$ cat src/rtl/rpg_pkg.sv
package rpg_pkg;

    typedef enum logic [1:0] {
        ST_IDLE  = 2'd0,
        ST_ALIGN = 2'd1,
        ST_DRIVE = 2'd2
    } pulse_state_t;

    localparam logic [7:0] KEY_LEVEL_HIGH = 8'hA5;
    localparam logic [7:0] KEY_LEVEL_LOW  = 8'h5A;
    localparam logic [7:0] KEY_PUSH_PULL  = 8'hA8;
    localparam logic [7:0] KEY_OPEN_DRAIN = 8'h8A;

    localparam int unsigned BIT_LEVEL = 31;
    localparam int unsigned BIT_DRIVE = 30;

endpackage

$ cat src/rtl/rpg_cfg_reg.sv
module rpg_cfg_reg
    import rpg_pkg::*;
#(
    parameter int unsigned FIELD_W     = 8,
    parameter int unsigned ADDR_W      = 8,
    parameter logic [ADDR_W-1:0] REG_OFS = 8'h18,
    parameter logic [FIELD_W-1:0] FIELD_RST = 8'hFF
) (
    input  logic               clk,
    input  logic               rst_n,
    input  logic               wr_en,
    input  logic [ADDR_W-1:0]  addr,
    input  logic [31:0]        wdata,
    output logic [31:0]        rdata,
    output logic [FIELD_W-1:0] field,
    output logic               act_high,
    output logic               push_pull
);

    localparam int unsigned GAP_W = BIT_DRIVE - FIELD_W;

    logic       hit;
    logic [7:0] key;
    logic       key_hi, key_lo, key_pp, key_od;

    assign hit    = (addr == REG_OFS);
    assign key    = wdata[31:24];
    assign key_hi = (key == KEY_LEVEL_HIGH);
    assign key_lo = (key == KEY_LEVEL_LOW);
    assign key_pp = (key == KEY_PUSH_PULL);
    assign key_od = (key == KEY_OPEN_DRAIN);

    always_ff @(posedge clk or negedge rst_n) begin
        if (!rst_n) begin
            field     <= FIELD_RST;
            act_high  <= 1'b0;
            push_pull <= 1'b0;
        end else if (wr_en && hit) begin
            field <= wdata[FIELD_W-1:0];
            if (key_hi)      act_high <= 1'b1;
            else if (key_lo) act_high <= 1'b0;
            if (key_pp)      push_pull <= 1'b1;
            else if (key_od) push_pull <= 1'b0;
        end
    end

    generate
        if (GAP_W > 0) begin : g_gap
            always_comb begin
                rdata = '0;
                if (hit) rdata = {act_high, push_pull, {GAP_W{1'b0}}, field};
            end
        end else begin : g_nogap
            always_comb begin
                rdata = '0;
                if (hit) rdata = {act_high, push_pull, field};
            end
        end
    endgenerate

    // a non-key top byte must leave both mode bits alone
    p_keep_modes_r5: assert property (@(posedge clk) disable iff (!rst_n)
        (wr_en && hit && !key_hi && !key_lo && !key_pp && !key_od)
        |=> ($stable(act_high) && $stable(push_pull)));

    // the field takes the written data on each hit
    p_field_load_r2: assert property (@(posedge clk) disable iff (!rst_n)
        (wr_en && hit) |=> (field == $past(wdata[FIELD_W-1:0])));

    // writes elsewhere leave the register untouched
    p_miss_quiet_r6: assert property (@(posedge clk) disable iff (!rst_n)
        (wr_en && !hit) |=> ($stable(field) && $stable(act_high) && $stable(push_pull)));

endmodule

$ cat src/rtl/rpg_pulse_fsm.sv
module rpg_pulse_fsm
    import rpg_pkg::*;
#(
    parameter int unsigned FIELD_W = 8
) (
    input  logic               clk,
    input  logic               rst_n,
    input  logic               tick,
    input  logic               trigger,
    input  logic [FIELD_W-1:0] field,
    output logic               asserted
);

    pulse_state_t       state, state_nx;
    logic [FIELD_W-1:0] cnt;
    logic               last_tick;

    assign last_tick = tick && (cnt == '0);

    // next-state selection: LAUNCH, START, EXPIRE
    always_comb begin
        state_nx = state;
        unique case (state)
            ST_IDLE:  if (trigger)   state_nx = ST_ALIGN;
            ST_ALIGN: if (tick)      state_nx = ST_DRIVE;
            ST_DRIVE: if (last_tick) state_nx = ST_IDLE;
            default:                 state_nx = ST_IDLE;
        endcase
    end

    // state register
    always_ff @(posedge clk or negedge rst_n) begin
        if (!rst_n) state <= ST_IDLE;
        else        state <= state_nx;
    end

    // remaining tick count, captured on LAUNCH
    always_ff @(posedge clk or negedge rst_n) begin
        if (!rst_n) begin
            cnt <= '0;
        end else if (state == ST_IDLE && trigger) begin
            cnt <= field;
        end else if (state == ST_DRIVE && tick && cnt != '0) begin
            cnt <= cnt - 1'b1;
        end
    end

    // outputs
    always_comb begin
        asserted = 1'b0;
        unique case (state)
            ST_IDLE:  asserted = 1'b0;
            ST_ALIGN: asserted = 1'b0;
            ST_DRIVE: asserted = 1'b1;
            default:  asserted = 1'b0;
        endcase
    end

    // a trigger outside IDLE leaves state and count as they were
    p_ignore_retrig_r8: assert property (@(posedge clk) disable iff (!rst_n)
        (state != ST_IDLE && trigger && !tick) |=> ($stable(cnt) && $stable(state)));

    // each tick inside the pulse removes exactly one from the count
    p_count_down_r7: assert property (@(posedge clk) disable iff (!rst_n)
        (state == ST_DRIVE && tick && cnt != '0) |=> (state == ST_DRIVE && cnt == $past(cnt) - 1'b1));

    // the pin never asserts straight from IDLE
    p_no_skip_align_r7: assert property (@(posedge clk) disable iff (!rst_n)
        (state == ST_IDLE) |=> (state != ST_DRIVE));

endmodule

$ cat src/rtl/rpg_pin_drv.sv
module rpg_pin_drv (
    input  logic clk,
    input  logic rst_n,
    input  logic asserted,
    input  logic act_high,
    input  logic push_pull,
    output logic pin_out,
    output logic pin_oe
);

    always_comb begin
        if (push_pull) begin
            pin_oe  = 1'b1;
            pin_out = asserted ? act_high : ~act_high;
        end else begin
            pin_oe  = asserted;
            pin_out = act_high;
        end
    end

    // in open-drain mode the pad is released as the pulse ends
    p_od_release_r11: assert property (@(posedge clk) disable iff (!rst_n)
        (!push_pull && $fell(asserted)) |-> !pin_oe);

    // in push-pull mode the pad value moves only when pulse or level moves
    p_pp_steady_r10: assert property (@(posedge clk) disable iff (!rst_n)
        (push_pull && $stable(push_pull) && $stable(asserted) && $stable(act_high)) |-> $stable(pin_out));

endmodule

$ cat src/rtl/ext_rst_pulser.sv
module ext_rst_pulser
    import rpg_pkg::*;
#(
    parameter int unsigned FIELD_W = 8,
    parameter int unsigned ADDR_W  = 8,
    parameter logic [ADDR_W-1:0] REG_OFS = 8'h18
) (
    input  logic              clk,
    input  logic              rst_n,
    input  logic              cfg_we,
    input  logic [ADDR_W-1:0] cfg_addr,
    input  logic [31:0]       cfg_wdata,
    output logic [31:0]       cfg_rdata,
    input  logic              tick_1us,
    input  logic              trigger,
    output logic              pin_out,
    output logic              pin_oe
);

    localparam logic [FIELD_W-1:0] FIELD_RST = FIELD_W'(8'hFF);

    logic [FIELD_W-1:0] field;
    logic               act_high;
    logic               push_pull;
    logic               asserted;

    rpg_cfg_reg #(
        .FIELD_W   (FIELD_W),
        .ADDR_W    (ADDR_W),
        .REG_OFS   (REG_OFS),
        .FIELD_RST (FIELD_RST)
    ) u_cfg (
        .clk       (clk),
        .rst_n     (rst_n),
        .wr_en     (cfg_we),
        .addr      (cfg_addr),
        .wdata     (cfg_wdata),
        .rdata     (cfg_rdata),
        .field     (field),
        .act_high  (act_high),
        .push_pull (push_pull)
    );

    rpg_pulse_fsm #(
        .FIELD_W (FIELD_W)
    ) u_fsm (
        .clk      (clk),
        .rst_n    (rst_n),
        .tick     (tick_1us),
        .trigger  (trigger),
        .field    (field),
        .asserted (asserted)
    );

    rpg_pin_drv u_pin (
        .clk       (clk),
        .rst_n     (rst_n),
        .asserted  (asserted),
        .act_high  (act_high),
        .push_pull (push_pull),
        .pin_out   (pin_out),
        .pin_oe    (pin_oe)
    );

endmodule

$ cat config.mk
export PLATFORM = sky130hd
export DESIGN_NAME = ext_rst_pulser
export DESIGN_NICKNAME = d
export VERILOG_FILES = /design/src/rtl/rpg_pkg.sv /design/src/rtl/rpg_cfg_reg.sv /design/src/rtl/rpg_pulse_fsm.sv /design/src/rtl/rpg_pin_drv.sv /design/src/rtl/ext_rst_pulser.sv
export SDC_FILE = /design/constraint.sdc
export NUM_CORES = 1
export LEC_CHECK = 0
export ABC_CLOCK_PERIOD_IN_PS = 2350
export CORE_AREA = 2 2 71 73
export DETAILED_ROUTE_END_ITERATION = 8
export DIE_AREA = 0 0 73 75
export DONT_BUFFER_PORTS = 1
export PLACE_DENSITY_LB_ADDON = 0.2
export REMOVE_ABC_BUFFERS = 1
export SLEW_MARGIN = 15
export SYNTH_ARGS = -nofsm -noshare
export SYNTH_HDL_FRONTEND = slang
export SYNTH_SLANG_ARGS = --single-unit
export TNS_END_PERCENT = 100
$ cat constraint.sdc
create_clock -name clk -period 2.35 [get_ports clk]
set_input_delay 0.235 -clock clk [delete_from_list [all_inputs] [get_ports clk]]
set_output_delay 0.235 -clock clk [all_outputs]
set_load 0.02 [all_outputs]
==> impl_metrics.json <==
{
  "ys_ff_latch": 20,
  "multiInputGateArea_sq_um": 744.5,
  "finalCoreUtilization_pct": 30.66,
  "synth_cell_types": 49,
  "tightest_slew_ns": 0.8997,
  "final_cell_mix": "22 x conb_1, 12 x dfrtp_1, 11 x and2_1",
  "grt_max_degree": 21,
  "synth-edff-count": 0,
  "drive_gt1_share_pct": 21.43,
  "yosysWarnings": 0,
  "start_util_pct": 29.61,
  "place.gp.congestion": 0.8781,
  "cts_root_buf": "clkbuf_8",
  "grt_setup_unrepaired": "no",
  "async_flop_share_pct": 100.0,
  "die_h_um": 75,
  "slew_headroom_pct": 39.82,
  "finalSetupViolCount": 0,
  "p_seq_share_pct": 39.5,
  "rows": 25,
  "cts-resized-gates": 0,
  "h-tree-depth": 1,
  "cpMaxStageDelayCell": "dfrtp_1",
  "cp.required_ns": 2.49,
  "synth_ff_type": "dfrtp_1",
  "period_share_pct": 78.07,
  "critPathBufInv": 2,
  "hold_viol_final": 0,
  "p_int_mw": 0.7984,
  "drt_first_pass_iters": 4,
  "grt_pass1_wl_um": 4485,
  "dp_hpwl_um": 2139,
  "power.density_nw_per_um2": 905.6,
  "grt_pass1_vias": 929,
  "overflow": 0,
  "critPathMaxStageDelay_ns": 0.39,
  "portBuffers": 0,
  "pre_cts_slack_ns": 0.5365,
  "synth-seq-area-share_pct": 36.99,
  "status": "finished, final reports clean",
  "io_pins": 79,
  "clk_pin_slew_worst_paths_ns": 0.07,
  "crit_family": "compound AO/OA/AOI/OAI gates",
  "postSynthCellCount": 137,
  "via_per_inst": 5.108,
  "dpl.cell_count": 189,
  "cts_tree": "built",
  "final_nets": 188,
  "seq_area_sq_um": 510.5,
  "power_frac_comb_pct": 40.4,
  "drt-total-wl_um": 2718,
  "ir_drop_uv": 287.4,
  "drtIter0Drc": 24,
  "n_antenna_cell": 0,
  "cp_max_fo": 9,
  "post_drt_wl_per_cell_um": 14.01,
  "cts_setup_buffers": 0,
  "avgSynthCellArea_sq_um": 10.07,
  "p_switching_mw": 0.4955,
  "die_area_sq_um": 5475,
  "cts_buffers": 3,
  "instances_no_fill": 194,
  "setup_slack_ns": 0.5155,
  "fmax_ghz": 0.5451,
  "cts_hold_buffers": 1,
  "leakagePower_nw": 0.6357,
  "finalPower_mw": 1.294,
  "vias": 991,
  "layout-area-overhead-vs-synth_pct": 3.536,
  "path_class": "flip-flop to flip-flop",
  "p_clk_share_pct": 20.1,
  "antenna_found_initial": 0,
  "track_usage_pct": 10.48,
  "holdCritPathClass": "input pin to flip-flop",
  "slew_viol_final": 0,
  "fin_setup_tns_ns": 0,
  "fillers": 473,
  "worstSkewPairLatency_ns": 0.25,
  "finClkSkew_ns": 0.002385,
  "switching_share_pct": 38.30,
  "cts_buffer_depth": 2,
  "dieWidth_um": 73,
  "drc": 0,
  "cp_cell_sequence": "inv_1 > ha_1 > nor3b_1 > buf_4 > a21oi_4 > nor2_1 > a221o_1",
  "coreArea_sq_um": 4661,
  "start_kind": "flip-flop",
  "min_period_ns": 1.835,
  "final_common_cell": "conb_1",
  "numClockSinks": 20,
  "crit_arrival_ns": 1.98,
  "drv_cap": 0,
  "worst_setup_path_end_kind": "flip-flop",
  "synth_area_sq_um": 1380,
  "ant_nets": 0
}
## synth_stat cells, types with 2 or more instances
cell type	instances	area [sq um]
mux2_2	8	90.09
mux2i_1	2	20.02
inv_1	7	26.28
dfrtp_1	12	300.3
and2_1	11	68.82
nand3_1	2	10.01
nor3b_1	3	22.52
and3_2	2	15.01
buf_4	22	165.2
dfstp_2	8	210.2
clkbuf_1	2	7.510
nand3b_1	2	15.01
a221o_1	5	50.05
ha_1	2	25.02
nor2_1	8	30.03
nor3_1	2	10.01
nand2_1	7	26.28
## power by group through the flow
stage	clock network, mW	logic, mW	registers, mW
floorplan	0	0.403	0.498
global placement	0	0.503	0.514
detailed placement	0	0.510	0.517
CTS	0.270	0.522	0.510
global route	0.284	0.586	0.521
finish	0.261	0.523	0.510
## metrics by stage
stage	hold WS, ns	instance area, sq um
6_report	0.06238	1429
5_1_grt	0.05875	1429
4_1_cts	0.05253	1429
3_5_place_dp	-0.05992	1364
3_3_place_gp	-0.05983	1364
2_1_floorplan	-0.06059	1281
## final cells by class
type                       count  area share (%)
clock buffer                   4           3.853
inverter                       7           1.839
multi-input combinational    106           52.10
sequential                    20           35.73
tap                           54           4.729
timing repair buffer           3           1.751
## logic make-up (layout without fill, tap and decap cells)
logic type	after synthesis	in the layout	share of synthesized area [%]
simple gates	48	48	22.58
fa+ha+maj	2	2	1.813
compound gates	22	22	14.14
flops	20	20	36.99
buf+inv	32	14	14.78
other cells	1	22	0.2717
xor+xnor	1	1	0.6347
mux	11	11	8.794
## worst reg2reg max path, stage by stage (launching register included)
cell,delay (ns)
dfrtp_1,0.39
inv_1,0.09
ha_1,0.21
nor3b_1,0.14
buf_4,0.14
a21oi_4,0.28
nor2_1,0.12
a221o_1,0.36
## worst paths after layout
path / startpoint / to / slack (ns) / cells past startpoint
min: cfg_wdata[25] / u_cfg.push_pull / 0.06 / 1
max in group asynchronous: rst_n / u_cfg.act_high / 1.25 / 1
max reg2reg: u_fsm.cnt[0] / u_fsm.cnt[3] / 0.52 / 7
min in group asynchronous: rst_n / u_fsm.cnt[5] / 0.55 / 1
min reg2reg: u_fsm.state[1] / u_fsm.state[0] / 0.55 / 1
max: u_fsm.cnt[0] / u_fsm.cnt[3] / 0.52 / 7
## state kept, by name, indices dropped and copies added (netlist names)
register and count:
u_fsm.state 2, u_cfg.push_pull 1, u_cfg.field 8, u_fsm.cnt 8, u_cfg.act_high 1
## per-layer routing
layer | GRT usage, % | up-vias | part of all wire (%)
met5 | 0 | - | 0
met4 | 3.292 | 0 | 1.4
met3 | 2.276 | 6 | 4.4
met2 | 17.62 | 49 | 51
met1 | 13.51 | 483 | 43
li1 | - | 453 | -
Note: power is estimated with default switching activity, not from simulation.
